[src/rtl/ledi2c_pkg.sv]
package ledi2c_pkg;
  localparam int BYTE_W  = 8;
  localparam int PTR_W   = 3;
  localparam int REG_CNT = 6;
  localparam int AI_BIT  = 4;
  localparam logic [6:0] ADDR_BASE = 7'b1100010;

  typedef enum logic [2:0] {
    ST_IDLE, ST_RX, ST_ACK, ST_TX, ST_MACK, ST_SKIP
  } bus_state_e;

  typedef enum logic [1:0] {
    RX_ADDR, RX_CTRL, RX_DATA
  } rx_role_e;

  // reset value of a stored register by index
  function automatic logic [BYTE_W-1:0] reset_value(input int idx);
    if (idx == 2 || idx == 4) return 8'h80;
    return 8'h00;
  endfunction

  // index stepping: last map entry and anything beyond wrap to zero
  function automatic logic [PTR_W-1:0] next_ptr(input logic [PTR_W-1:0] p);
    if (p >= PTR_W'(REG_CNT - 1)) return '0;
    return p + 1'b1;
  endfunction
endpackage

[src/rtl/ledi2c_sync.sv]
module ledi2c_sync #(
  parameter int STAGES = 2
) (
  input  logic clk,
  input  logic rst_n,
  input  logic scl_i,
  input  logic sda_i,
  output logic sda_s,
  output logic scl_rise,
  output logic scl_fall,
  output logic start_det,
  output logic stop_det
);
  localparam int LAST = STAGES - 1;

  logic [LAST:0] scl_pipe, sda_pipe;
  logic scl_q, sda_q, scl_s;

  always_ff @(posedge clk or negedge rst_n) begin
    if (!rst_n) begin
      scl_pipe <= '1;
      sda_pipe <= '1;
      scl_q    <= 1'b1;
      sda_q    <= 1'b1;
    end else begin
      scl_pipe <= {scl_pipe[LAST-1:0], scl_i};
      sda_pipe <= {sda_pipe[LAST-1:0], sda_i};
      scl_q    <= scl_pipe[LAST];
      sda_q    <= sda_pipe[LAST];
    end
  end

  assign scl_s     = scl_pipe[LAST];
  assign sda_s     = sda_pipe[LAST];
  assign scl_rise  = scl_s & ~scl_q;
  assign scl_fall  = ~scl_s & scl_q;
  assign start_det = scl_s & scl_q & sda_q & ~sda_s;
  assign stop_det  = scl_s & scl_q & ~sda_q & sda_s;
endmodule

[src/rtl/ledi2c_regfile.sv]
module ledi2c_regfile
  import ledi2c_pkg::*;
#(
  parameter int NUM_PINS = 4
) (
  input  logic                clk,
  input  logic                rst_n,
  input  logic                wr_en,
  input  logic [PTR_W-1:0]    wr_idx,
  input  logic [BYTE_W-1:0]   wr_data,
  input  logic [PTR_W-1:0]    rd_idx,
  input  logic [NUM_PINS-1:0] pins,
  output logic [BYTE_W-1:0]   rd_data,
  output logic [BYTE_W-1:0]   rate0,
  output logic [BYTE_W-1:0]   duty0,
  output logic [BYTE_W-1:0]   rate1,
  output logic [BYTE_W-1:0]   duty1,
  output logic [BYTE_W-1:0]   sel
);
  localparam int PAD = BYTE_W - NUM_PINS;

  logic [BYTE_W-1:0] store [1:REG_CNT-1];

  always_ff @(posedge clk or negedge rst_n) begin
    if (!rst_n) begin
      for (int k = 1; k < REG_CNT; k++) store[k] <= reset_value(k);
    end else if (wr_en) begin
      for (int k = 1; k < REG_CNT; k++)
        if (wr_idx == PTR_W'(k)) store[k] <= wr_data;
    end
  end

  always_comb begin
    rd_data = '0;
    if (rd_idx == '0) rd_data = {{PAD{1'b0}}, pins};
    else if (rd_idx < PTR_W'(REG_CNT)) rd_data = store[rd_idx];
  end

  assign rate0 = store[1];
  assign duty0 = store[2];
  assign rate1 = store[3];
  assign duty1 = store[4];
  assign sel   = store[5];
endmodule

[src/rtl/ledi2c_link.sv]
module ledi2c_link
  import ledi2c_pkg::*;
#(
  parameter logic [6:0] SLAVE_ADDR = 7'b1100010
) (
  input  logic              clk,
  input  logic              rst_n,
  input  logic              sda_s,
  input  logic              scl_rise,
  input  logic              scl_fall,
  input  logic              start_det,
  input  logic              stop_det,
  input  logic [BYTE_W-1:0] rd_data,
  output logic              sda_oe,
  output logic              wr_en,
  output logic [PTR_W-1:0]  wr_idx,
  output logic [BYTE_W-1:0] wr_data,
  output logic [PTR_W-1:0]  ptr_o,
  output bus_state_e        state_o
);
  bus_state_e        state;
  rx_role_e          role;
  logic              to_tx;
  logic [3:0]        cnt;
  logic [BYTE_W-1:0] sr, tx;
  logic [PTR_W-1:0]  ptr;
  logic              ai;

  always_ff @(posedge clk or negedge rst_n) begin
    if (!rst_n) begin
      state   <= ST_IDLE;
      role    <= RX_ADDR;
      to_tx   <= 1'b0;
      cnt     <= '0;
      sr      <= '0;
      tx      <= '0;
      ptr     <= '0;
      ai      <= 1'b0;
      sda_oe  <= 1'b0;
      wr_en   <= 1'b0;
      wr_idx  <= '0;
      wr_data <= '0;
    end else begin
      wr_en <= 1'b0;
      if (start_det) begin
        state  <= ST_RX;
        role   <= RX_ADDR;
        cnt    <= '0;
        sda_oe <= 1'b0;
      end else if (stop_det) begin
        state  <= ST_IDLE;
        sda_oe <= 1'b0;
      end else begin
        unique case (state)
          ST_RX: begin
            if (scl_rise) begin
              sr  <= {sr[BYTE_W-2:0], sda_s};
              cnt <= cnt + 1'b1;
            end else if (scl_fall && cnt == 4'd8) begin
              cnt <= '0;
              unique case (role)
                RX_ADDR: begin
                  if (sr[7:1] == SLAVE_ADDR) begin
                    sda_oe <= 1'b1;
                    state  <= ST_ACK;
                    to_tx  <= sr[0];
                    role   <= RX_CTRL;
                  end else begin
                    state <= ST_SKIP;
                  end
                end
                RX_CTRL: begin
                  ptr    <= sr[PTR_W-1:0];
                  ai     <= sr[AI_BIT];
                  sda_oe <= 1'b1;
                  state  <= ST_ACK;
                  to_tx  <= 1'b0;
                  role   <= RX_DATA;
                end
                default: begin
                  wr_en   <= 1'b1;
                  wr_idx  <= ptr;
                  wr_data <= sr;
                  if (ai) ptr <= next_ptr(ptr);
                  sda_oe  <= 1'b1;
                  state   <= ST_ACK;
                  to_tx   <= 1'b0;
                end
              endcase
            end
          end
          ST_ACK: begin
            if (scl_fall) begin
              if (to_tx) begin
                tx     <= rd_data;
                sda_oe <= ~rd_data[BYTE_W-1];
                if (ai) ptr <= next_ptr(ptr);
                cnt    <= '0;
                state  <= ST_TX;
              end else begin
                sda_oe <= 1'b0;
                state  <= ST_RX;
              end
            end
          end
          ST_TX: begin
            if (scl_fall) begin
              if (cnt == 4'd7) begin
                sda_oe <= 1'b0;
                cnt    <= '0;
                state  <= ST_MACK;
              end else begin
                tx     <= {tx[BYTE_W-2:0], 1'b0};
                sda_oe <= ~tx[BYTE_W-2];
                cnt    <= cnt + 1'b1;
              end
            end
          end
          ST_MACK: begin
            if (scl_rise && sda_s) begin
              state <= ST_SKIP;
            end else if (scl_fall) begin
              tx     <= rd_data;
              sda_oe <= ~rd_data[BYTE_W-1];
              if (ai) ptr <= next_ptr(ptr);
              cnt    <= '0;
              state  <= ST_TX;
            end
          end
          default: ;
        endcase
      end
    end
  end

  assign ptr_o   = ptr;
  assign state_o = state;
endmodule

[src/rtl/ledi2c_target.sv]
module ledi2c_target
  import ledi2c_pkg::*;
#(
  parameter int VARIANT     = 0,
  parameter int NUM_PINS    = 4,
  parameter int SYNC_STAGES = 2
) (
  input  logic                clk,
  input  logic                rst_n,
  input  logic                scl_i,
  input  logic                sda_i,
  output logic                sda_oe_o,
  input  logic [NUM_PINS-1:0] pin_lvl_i,
  output logic [7:0]          rate0_o,
  output logic [7:0]          duty0_o,
  output logic [7:0]          rate1_o,
  output logic [7:0]          duty1_o,
  output logic [7:0]          led_sel_o
);
  localparam logic [6:0] SLAVE_ADDR = ADDR_BASE | 7'(VARIANT & 1);

  logic              sda_s, scl_rise, scl_fall, start_det, stop_det;
  logic              wr_en;
  logic [PTR_W-1:0]  wr_idx, ptr;
  logic [BYTE_W-1:0] wr_data, rd_data;
  bus_state_e        link_state;

  ledi2c_sync #(.STAGES(SYNC_STAGES)) u_sync (
    .clk(clk), .rst_n(rst_n), .scl_i(scl_i), .sda_i(sda_i),
    .sda_s(sda_s), .scl_rise(scl_rise), .scl_fall(scl_fall),
    .start_det(start_det), .stop_det(stop_det)
  );

  ledi2c_link #(.SLAVE_ADDR(SLAVE_ADDR)) u_link (
    .clk(clk), .rst_n(rst_n), .sda_s(sda_s),
    .scl_rise(scl_rise), .scl_fall(scl_fall),
    .start_det(start_det), .stop_det(stop_det),
    .rd_data(rd_data), .sda_oe(sda_oe_o),
    .wr_en(wr_en), .wr_idx(wr_idx), .wr_data(wr_data),
    .ptr_o(ptr), .state_o(link_state)
  );

  ledi2c_regfile #(.NUM_PINS(NUM_PINS)) u_regs (
    .clk(clk), .rst_n(rst_n), .wr_en(wr_en), .wr_idx(wr_idx),
    .wr_data(wr_data), .rd_idx(ptr), .pins(pin_lvl_i),
    .rd_data(rd_data), .rate0(rate0_o), .duty0(duty0_o),
    .rate1(rate1_o), .duty1(duty1_o), .sel(led_sel_o)
  );
endmodule

[config.mk]
export PLATFORM = sky130hd
export DESIGN_NAME = ledi2c_target
export DESIGN_NICKNAME = d
export VERILOG_FILES = /design/src/rtl/ledi2c_pkg.sv /design/src/rtl/ledi2c_sync.sv /design/src/rtl/ledi2c_regfile.sv /design/src/rtl/ledi2c_link.sv /design/src/rtl/ledi2c_target.sv
export SDC_FILE = /design/constraint.sdc
export NUM_CORES = 1
export LEC_CHECK = 0
export BUFFER_PORTS_ARGS = -buffer_cell sky130_fd_sc_hd__buf_2
export CORE_ASPECT_RATIO = 0.6
export CORE_MARGIN = 3
export CORE_UTILIZATION = 45
export CTS_CLUSTER_DIAMETER = 100
export DETAILED_ROUTE_END_ITERATION = 12
export PLACE_DENSITY_LB_ADDON = 0.12
export SLEW_MARGIN = 20
export SYNTH_ARGS = -nofsm -noshare
export SYNTH_HDL_FRONTEND = slang
export SYNTH_SLANG_ARGS = --single-unit
[constraint.sdc]
create_clock -name clk -period 2.4 [get_ports clk]
set_input_delay 0.36 -clock clk [delete_from_list [all_inputs] [get_ports clk]]
set_output_delay 0.36 -clock clk [all_outputs]
set_load 0.1 [all_outputs]
# [Word level (Yosys, flattened, before mapping)]
# Cells that the tools add are included.
[classes] n_bitwise=18 mux=97 reduce_logical=27 n_eq_ne=44 addsub=2 magnitude_cmp=3
[ops] operator="3-bit two-way mux" n=24
[ops] operator="7-bit two-way mux" n=6
[ops] operator="4-bit two-way mux" n=10
[ops] operator="1-bit two-way mux" n=38
[ops] operator="8-bit two-way mux" n=4
[ops] operator="8-bit binary-select mux with 3-bit select" n=1
[ops] operator="6-bit AND reduction" n=4
[ops] operator="7-bit case mux with 3 select lines" n=1
[ops] operator="4-bit by 3-bit inequality test with 1-bit output, second input constant" n=5
[ops] operator="2-bit by 1-bit inequality test with 1-bit output, second input constant" n=8
[ops] operator="4-bit case mux with 4 select lines" n=1
[ops] operator="8-bit AND reduction" n=2
[ops] operator="3-bit by 2-bit inequality test with 1-bit output, second input constant" n=5
[ops] operator="2-bit two-way mux" n=7
[ops] operator="13-bit AND reduction" n=1
[ops] operator="3-bit by 2-bit equality test with 1-bit output, second input constant" n=4
[ops] operator="2-bit inequality test, second input constant" n=6
[ops] operator="3-bit case mux with 4 select lines" n=1
[ops] operator="1-bit NOT" n=10
[ops] operator="2-bit AND reduction" n=5
[ops] operator="3-bit equality test, second input constant" n=3
[ops] operator="3-bit case mux with 3 select lines" n=1
[ops] operator="9-bit AND reduction" n=1
[ops] operator="3-bit nonzero test" n=3
[ops] operator="other kinds (30)" n=40
[totals] ff_bits=88 word_cells=212

# [Logic depth before layout (Yosys ltp)]
# Gate-level depths: netlist of the first run.
[depth] ltp_word=15 depth_mapped=8 depth_no_buf=7

# [By module]
# A second synthesis of the first run with hierarchy kept.
[hier_totals] cells_unflattened=366 hier_area_um2=4429.2
[by_module_without_submodules] module="ledi2c_link" area_per_inst_um2=2244.7 cells_per_inst=209 instances=1
[by_module_without_submodules] module="ledi2c_regfile" area_per_inst_um2=1994.4 cells_per_inst=147 instances=1
[by_module_without_submodules] module="ledi2c_sync" area_per_inst_um2=190.2 cells_per_inst=10 instances=1

# [Worst setup path before layout of the first run]
# Ideal clock, no wire load.
[synth_timing] kind="register -> register" from="reg u_regs.store, in the netlist u_regs.rate1[7]" to="reg u_link.sda_oe" arrival_time_ns=1.974 path_buffers=0 required_ns=2.321 synth_period_minus_slack_ns=2.053 slack_ns=0.347 setup_time_ns=0.079 path_stages_with_launch=6 cell_sequence="dfrtp_1 > mux2_2 > a221o_1 > a2111oi_0 > a21oi_1 > mux2i_1"
[synth_between] elab_chain_len=11 elab_cells_between_ends=13 classes_between="mux (12); bitwise (1)"
[synth_rtl] element="start, declared" line="ledi2c_regfile.sv:22" text="logic [BYTE_W-1:0] store [1:REG_CNT-1];"
[synth_rtl] element="start signal, assigned by index" line="ledi2c_regfile.sv:29" text="if (wr_idx == PTR_W'(k)) store[k] <= wr_data;"
[synth_rtl] element="8-bit binary-select mux with 3-bit select *" line="ledi2c_regfile.sv:36" text="else if (rd_idx < PTR_W'(REG_CNT)) rd_data = store[rd_idx];"
[synth_rtl] element="8-bit two-way mux (not written as such) * (2 in a row)" line="ledi2c_regfile.sv:36"
[synth_rtl] element="8-bit two-way mux *" line="ledi2c_regfile.sv:36"
[synth_rtl] element="8-bit two-way mux *" line="ledi2c_regfile.sv:35" text="if (rd_idx == '0) rd_data = {{PAD{1'b0}}, pins};"
[synth_rtl] element="1-bit NOT *" line="ledi2c_link.sv:96, ledi2c_link.sv:124"
[synth_rtl] element="1-bit two-way mux (on tied branches)" line="ledi2c_link.sv:122, ledi2c_link.sv:94"
[synth_rtl] element="1-bit two-way mux (on tied branches)" line="ledi2c_link.sv:120, ledi2c_link.sv:93"
[synth_rtl] element="1-bit case mux with 4 select lines *" line="ledi2c_link.sv:54" text="unique case (state)"
[synth_rtl] element="1-bit two-way mux *" line="ledi2c_link.sv:50" text="end else if (stop_det) begin"
[synth_rtl] element="1-bit two-way mux *" line="ledi2c_link.sv:45" text="if (start_det) begin"
[synth_rtl] element="end signal, assigned" line="ledi2c_link.sv:96" text="sda_oe <= ~rd_data[BYTE_W-1];"
[synth_rtl] element="end signal, assigned" line="ledi2c_link.sv:114" text="sda_oe <= ~tx[BYTE_W-2];"
[synth_rtl] element="end signal, assigned" line="ledi2c_link.sv:124" text="sda_oe <= ~rd_data[BYTE_W-1];"
[synth_rtl] element="end, declared" line="ledi2c_link.sv:14" text="output logic sda_oe,"
# Mark *: on every way between the ends. The rest lies on a longest branch, timed or not. The select of a mux whose other input is x is not followed.
# A chain may end at the register's enable or synchronous reset.

# [Worst setup path in the final report of the first run]
[layout_timing] from="reg u_link.state[0] (netlist: u_link.state_o[0])" to="reg u_link.ptr[2] (netlist: u_link.ptr_o[2])"
[layout_between] elab_chain_len=3 elab_cells_between_ends=16 classes_between="eq/ne (13); mux (1); reduce/logical (2)"
[layout_rtl] element="start, declared" line="ledi2c_link.sv:21" text="bus_state_e state;"
[layout_rtl] element="start signal, assigned" line="ledi2c_link.sv:31" text="state <= ST_IDLE;"
[layout_rtl] element="start signal, assigned" line="ledi2c_link.sv:46" text="state <= ST_RX;"
[layout_rtl] element="start signal, assigned" line="ledi2c_link.sv:51" text="state <= ST_IDLE;"
[layout_rtl] element="3-bit by 1-bit equality test with 1-bit output (tied with other cells)"
[layout_rtl] element="3-bit by 1-bit inequality test with 1-bit output (no line) (tied with other cells)"
[layout_rtl] element="13-bit AND reduction (no line)"
[layout_rtl] element="end signal, assigned" line="ledi2c_link.sv:73" text="ptr <= sr[PTR_W-1:0];"
[layout_rtl] element="end signal, assigned" line="ledi2c_link.sv:84" text="if (ai) ptr <= next_ptr(ptr);"
[layout_rtl] element="end signal, assigned" line="ledi2c_link.sv:97" text="if (ai) ptr <= next_ptr(ptr);"
[layout_rtl] element="end, declared" line="ledi2c_link.sv:26" text="logic [PTR_W-1:0] ptr;"
# Several ways; a longest one is shown, not always the timed one.

==> out/metrics.csv, run 1 <==
metric,value,unit
status,"finished, final reports clean",
startpoint_type,register,
synth_seq_area_share,0.504,
comb_power_share,0.181,
post-route-util,0.555,
core,0.00932,mm2
diodes,0,
avgSynthCellArea,11.8,um2
wl,11100,um
rsz0062_at_grt,no,
via_per_inst,5.62,
layout_min_cycle_time,2220,ps
synth_top_family_by_area,multiplexers,
remaining_drc_errors,0,
wl_met2,4280,um
clk_pin_slew,60,ps
tightest_slew,677,ps
synth-xor-area-share,0.00399,
grt_pass1_vias,3033,
area_growth,17.9,%
async_flop_share,1.00,
synth.distinct_cells,60,
fin_skew,5.17,ps
cts_tree,yes,
grt_pass1_wl,18000,um
synth_compound_gate_area_share,0.133,
grt_antenna_before_repair,0,
clock_latency,340,ps
crit_path_end_kind,register,
ctsLongestPathBuffers,2,
relSlewSlack,0.545,
ctsRootBufferMaster,clkbuf_16,
first_iter_violations,251,
drtPass1Iterations,4,
die_y,82.5,um
finalSetupViolCount,0,
min_path_type,input port to register,
period_share,0.926,
post_cts_buffers,0,
ir_drop,0.000395,V
maxSlewViolCount,0,
p_leak,2.46,nW
pre_cts_ws,220,ps
grt_max_degree,65,
routabilityCongestion,0.900,
met3WireLength,789,um
fin_tns_setup,0,ps
drtAntennaViolNets,0,
rows,27,
hold_ws,115,ps
top_layer,met4,
grt_overflow,0,
setup_ws,179,ps
netlist_area,0.00439,mm2
syn_nets,386,
htree_levels,3,
final_nets,448,
synth_seq_cells,88,
synthSimpleGateAreaFrac,0.105,
cp.arrival,2440,ps
avgRoutedWirePerCell,19.5,um
grt.total_usage,0.217,
p_sw,1.15,mW
syn_inst,373,
vias,3202,
maxCapViolations,0,
switching_share,0.295,
io_buffers,48,
io-pin-count,49,
synth_ff_type,dfrtp_1,
drive_above_1_share,0.386,
clkSinkCount,88,
crit_chain,nor3b_2 > nand3_1 > a21o_1 > a211oi_4 > mux2_1,
dpl.hpwl,8180,um
fmax,0.450,GHz
crit_type,register to register,
synth-edff-count,0,
wl_met1,6010,um
clockPowerShare,0.363,
synthMuxAreaShare,0.209,
cp.required,2620,ps
finalHoldViolCount,0,
p_int,2.73,mW
slowest_stage,dfrtp_1,
synthAdderAreaFrac,0.0143,
cts_buffers,9,
dieArea,0.0110,mm2
start_util,0.470,
dieWidth,133,um
seqPwrFrac,0.456,
cpPeakStageDelay,580,ps
powerDensity,750,mW/mm2
ys_warn_count,0,
crit_fanout,12,
==> placed cells by master, fill, tap and decap left out, types with 9 or more instances in the layout <==
| cell type | count |
|---|---|
| buf_4 | 20 |
| mux2_2 | 66 |
| mux2i_1 | 16 |
| o21ai_0 | 23 |
| buf_2 | 47 |
| nor2_1 | 14 |
| clkbuf_16 | 9 |
| a21oi_1 | 16 |
| nand2_1 | 21 |
| dfrtp_1 | 80 |
| inv_1 | 12 |
==> metal layers <==
layer | vias to the layer above | global-route usage
li1 | 1502 | -
met2 | 101 | 0.280
met1 | 1593 | 0.354
met4 | 0 | 0.0513
met5 | - | 0
met3 | 6 | 0.0521
==> cells in the mapped netlist (3+ instances only) <==
cell,n,area (um2)
or3_1,3,18.8
nor3_1,3,15.0
a21oi_1,16,80.1
mux2i_1,16,160
ha_1,5,62.6
nor2b_1,8,50.1
clkbuf_1,9,33.8
nand2_1,21,78.8
nand2b_1,5,31.3
a31oi_1,5,31.3
mux2_2,66,743
o22a_1,4,35.0
o21ai_0,23,115
nor2_1,14,52.6
nand3_1,5,25.0
nand3b_1,3,22.5
o22ai_1,7,43.8
a221oi_1,3,26.3
dfrtp_1,80,2000
o2bb2ai_1,4,35.0
dfstp_2,8,210
buf_2,7,35.0
inv_1,12,45.0
==> final cells by class <==
type / instances / area, um2
clock inverter: 5 / 56.3
clock buffer: 11 / 243
sequential: 88 / 2210
multi-input combinational: 255 / 2040
tap: 130 / 163
inverter: 12 / 45.0
timing repair buffer: 69 / 415
fill: 820 / 4150
==> cells by family (layout without fill, tap and decap cells) <==
kind of cell / after synthesis / count (layout)
buf+inv: 30 / 97
xor+xnor: 2 / 2
fa+ha+maj: 5 / 5
compound gates: 85 / 85
mux: 83 / 83
simple gates: 80 / 80
flops: 88 / 88
==> flip-flops by register name, indices dropped and copies added (netlist names), 4 cells and up <==
| register | cells |
|---|---|
| u_regs.duty0 | 8 |
| u_regs.rate0 | 8 |
| u_link.tx | 7 |
| u_link.sr | 8 |
| u_regs.rate1 | 8 |
| u_regs.sel | 8 |
| u_regs.duty1 | 8 |
| u_link.wr_data | 8 |
| u_link.cnt | 4 |
==> worst max-delay path, delay by kind of cell (launching register included) <==
family             cells  cell delay (ps)
DFF                    1              580
AOI/OAI and AO/OA      2              540
muxes                  1              350
and+or+nand+nor        2              630
==> repair_timing <==
item	CTS	global route
hold endpoints to repair	17	0
hold buffers	1	0
resized for setup	0	0
==> path summary, 6_finish.rpt <==
kind                                 endpoint  slack, ps               start  depth (start not counted)
max                           u_link.ptr_o[2]        180   u_link.state_o[0]                          5
min                        u_sync.sda_pipe[0]        110               sda_i                          1
max reg2reg                   u_link.ptr_o[2]        180   u_link.state_o[0]                          5
min reg2reg                u_sync.sda_pipe[1]        360  u_sync.sda_pipe[0]                          0
max in group asynchronous     u_regs.duty0[7]       1240               rst_n                          3
min in group asynchronous   u_link.state_o[0]        470               rst_n                          2
==> power groups by stage <==
stage,Sequential (mW),Combinational (mW),Clock [mW]
6_report,1.77,0.701,1.41
5_1_grt,1.79,0.770,1.50
4_1_cts,1.76,0.693,1.44
3_5_place_dp,1.79,0.690,0
3_3_place_gp,1.79,0.693,0
2_1_floorplan,1.76,0.499,0
==> through the flow <==
step           cell area [um2]  std cells  power (mW)
2_1_floorplan             4390        373        2.26
3_3_place_gp              4860        553        2.48
3_5_place_dp              4860        553        2.48
4_1_cts                   5170        570        3.90
5_1_grt                   5170        570        4.06
6_report                  5170        570        3.88
No activity file was read; power rests on OpenSTA's default activity.
==> run 2, diff against run 1 <==
--- a/config.mk
+++ b/config.mk
@@ -5,6 +5,7 @@
 export SDC_FILE = /design/constraint.sdc
 export NUM_CORES = 1
 export LEC_CHECK = 0
+export ABC_AREA = 1
 export BUFFER_PORTS_ARGS = -buffer_cell sky130_fd_sc_hd__buf_2
 export CORE_ASPECT_RATIO = 0.6
 export CORE_MARGIN = 3
==> constraint.sdc (replaced) <==
create_clock -name clk -period 2.79 [get_ports clk]
set_input_delay 0.4185 -clock clk [delete_from_list [all_inputs] [get_ports clk]]
set_output_delay 0.4185 -clock clk [all_outputs]
set_load 0.005 [all_outputs]
==> out/metrics.csv, run 2 <==
metric,value,unit,change
status,"finished, final reports clean",,
synth_seq_cells,88,,unchanged
wl,12000,um,+8.0%
worstRegToRegCells,9,,+4
dieWidth,134,um,+0.11%
synth-edff-count,0,,unchanged
via_per_inst,5.37,,-4.4%
tightest_slew,787,ps,+110 ps
syn_nets,588,,+52%
p_sw,1.83,mW,+60%
wl_met2,4580,um,+7.0%
maxSlewViolCount,0,,unchanged
cpPeakStageDelay,640,ps,+60 ps
ys_warn_count,0,,unchanged
final_area,0.00506,mm2,-2.1%
post_dp_cell_area,0.00475,mm2,-2.3%
fin_tns_setup,0,ps,unchanged
finalHoldViolCount,0,,unchanged
dieArea,0.0110,mm2,+0.22%
cts_buffers,9,,unchanged
maxCapViolations,0,,unchanged
avgSynthCellArea,7.64,um2,-35%
reg2reg_from,u_link.ptr_o[0],,
rows,27,,unchanged
ctsRootBufferMaster,clkbuf_16,,
seqPwrFrac,0.375,,-0.081
synthTopCellsByCount,"188 x nand2_1, 83 x o21ai_0, 80 x dfrtp_1, 55 x inv_1, 46 x nand3_1",,
remaining_drc_errors,0,,unchanged
p_leak,2.61,nW,+5.9%
cts_hold_buffers,0,,-1
diodes,0,,unchanged
nFillCells,925,,+13%
crit_path_end_kind,register,,
grt.total_usage,0.231,,+0.0146
drtPass1Iterations,5,,+1
start_util,0.471,,+0.00107
htree_levels,3,,unchanged
crit_type,register to register,,
clkSinkCount,88,,unchanged
io-pin-count,49,,unchanged
dpl.hpwl,9000,um,+10%
avgRoutedWirePerCell,15.9,um,-19%
fmax,0.503,GHz,+12%
yosysMostFrequentCell,nand2_1,,
powerDensity,889,mW/mm2,+19%
yosys.area.top_type,dfrtp_1,,
p_int,2.67,mW,-2.1%
synth_area_leaders,"dfrtp_1 46%, nand2_1 16%, o21ai_0 9.5%",,
crit_chain,inv_2 > ha_1 > nand2_1 > inv_1 > nor2_1 > nand3_1 > nand2_1 > nand2_1 > nand2_1,,
ir_drop,0.000382,V,-3.2%
grt_pass1_wl,19500,um,+8.7%
r2r_slack,800,ps,+620 ps
layout_min_cycle_time,1990,ps,-232 ps
synth_ff_type,dfrtp_1,,
crit_top_cell,nand2_1,,
grt_pass1_vias,3539,,+17%
rsz0062_at_grt,no,,
cts_tree,yes,,
cts.repair.resized,0,,unchanged
area_growth,15.2,%,
drtAntennaViolNets,0,,unchanged
clockPowerShare,0.281,,-0.082
slowest_stage,dfrtp_1,,
clock_latency,340,ps,about the same
first_iter_violations,427,,+70%
top_layer,met4,,
vias,4062,,+27%
grt_max_degree,85,,+31%
comb_power_share,0.344,,+0.163
grt_antenna_before_repair,0,,unchanged
crit_fanout,17,,+5
drive_above_1_share,0.153,,-0.233
grt_overflow,0,,unchanged
startpoint_type,register,,
period_share,0.713,,-0.213
final_nets,634,,+42%
setup.worst_path.start,u_link.ptr_o[0],,
wl_met1,6290,um,+4.6%
die_y,82.6,um,+0.11%
routabilityCongestion,1.03,,+14%
synth.distinct_cells,31,,-48%
post_cts_buffers,0,,unchanged
switching_share,0.406,,+0.111
min_path_type,input port to asynchronous set/reset pin,,
clk_pin_slew,70,ps,about the same
final_common_cell,nand2_1,,
ctsLongestPathBuffers,2,,unchanged
syn_inst,575,,+54%
final_cell_mix,"188 x nand2_1, 83 x o21ai_0, 80 x dfrtp_1, 55 x inv_1, 47 x buf_2",,
met3WireLength,1090,um,+38%
async_flop_share,1.00,,unchanged
yosys.area.top_type_share,0.455,,-0.00104
netlist_area,0.00440,mm2,+0.23%
fin_skew,6.18,ps,+1.01 ps
finalSetupViolCount,0,,unchanged
io_buffers,48,,unchanged
core,0.00932,mm2,unchanged
relSlewSlack,0.475,,-0.0703
reg2reg_to,u_link.tx[4],,
synth_seq_area_share,0.503,,-0.00115
cp.required,3070,ps,+450 ps
cp.arrival,2270,ps,-170 ps
## run 2: cell types whose count changed after synthesis, sizes merged, moves of 5 or more
cell    delta
nand2    +170
nor2b      -8
a31oi      -5
nand2b     -5
nand3     +44
mux2i     -15
mux2      -66
nor2      +28
o21ai     +65
o22ai      -7
inv       +49
nand4      +5
## run 2: power by group through the flow
stage / Sequential (mW) / Clock (mW) / Combinational [mW]
3_3_place_gp: 1.69 / 0 / 1.50
2_1_floorplan: 1.60 / 0 / 1.22
5_1_grt: 1.72 / 1.35 / 1.80
3_5_place_dp: 1.70 / 0 / 1.52
6_report: 1.69 / 1.27 / 1.55
4_1_cts: 1.68 / 1.29 / 1.52
## run 2: cell type report
class | count | area [um2] | share of cell area
Sequential cell | 88 | 2210 | 0.437
Multi-Input combinational cell | 411 | 1890 | 0.373
Timing Repair Buffer | 50 | 262 | 0.0516
Inverter | 61 | 229 | 0.0452
Clock buffer | 9 | 225 | 0.0445
Tap cell | 130 | 163 | 0.0321
Clock inverter | 7 | 83.8 | 0.0166
## run 2: critical path, delay by kind of cell (launching register included)
| kind | cells | cell delay (ps) |
|---|---|---|
| adder cells (fa/ha/maj) | 1 | 240 |
| buffers and inverters | 2 | 310 |
| flip-flops | 1 | 640 |
| AND/OR/NAND/NOR | 6 | 730 |
## run 2: worst max-delay path by stage
stage / end / slack [ps] / cells past startpoint
6_report: u_link.tx[4] / 800 / 9
5_1_grt: u_link.tx[6] / 540 / 9
4_1_cts: u_link.tx[6] / 840 / 9
3_3_place_gp: u_link.tx[6] / 930 / 9
3_5_place_dp: u_link.tx[6] / 870 / 9
2_1_floorplan: u_link.tx[4] / 1290 / 10
## run 2: layer usage
layer	vias to the layer above	track usage
met5	-	0
met3	8	0.0599
met4	0	0.0411
li1	1954	-
met1	1930	0.374
met2	170	0.305
## run 2: logic make-up after synthesis
logic type	after synthesis	share of synthesized area
AO/OA/AOI/OAI	105	0.121
XOR/XNOR	1	0.00199
adder cells (fa/ha/maj)	5	0.0142
buffers and inverters	76	0.0666
multiplexers	2	0.00484
flip-flops	88	0.503
AND/OR/NAND/NOR	298	0.288
## run 2: per-stage QoR
stage                     instances  setup slack [ps]  total power [mW]  utilization  hold slack (ps)
final                           756               801              4.50        0.543              105
after global routing            756               540              4.86        0.543              161
after CTS                       756               842              4.50        0.543              163
after detailed placement        740               869              3.22        0.510              347
after global placement          740               933              3.20        0.510              346
after floorplan                 575              1290              2.82            -              123
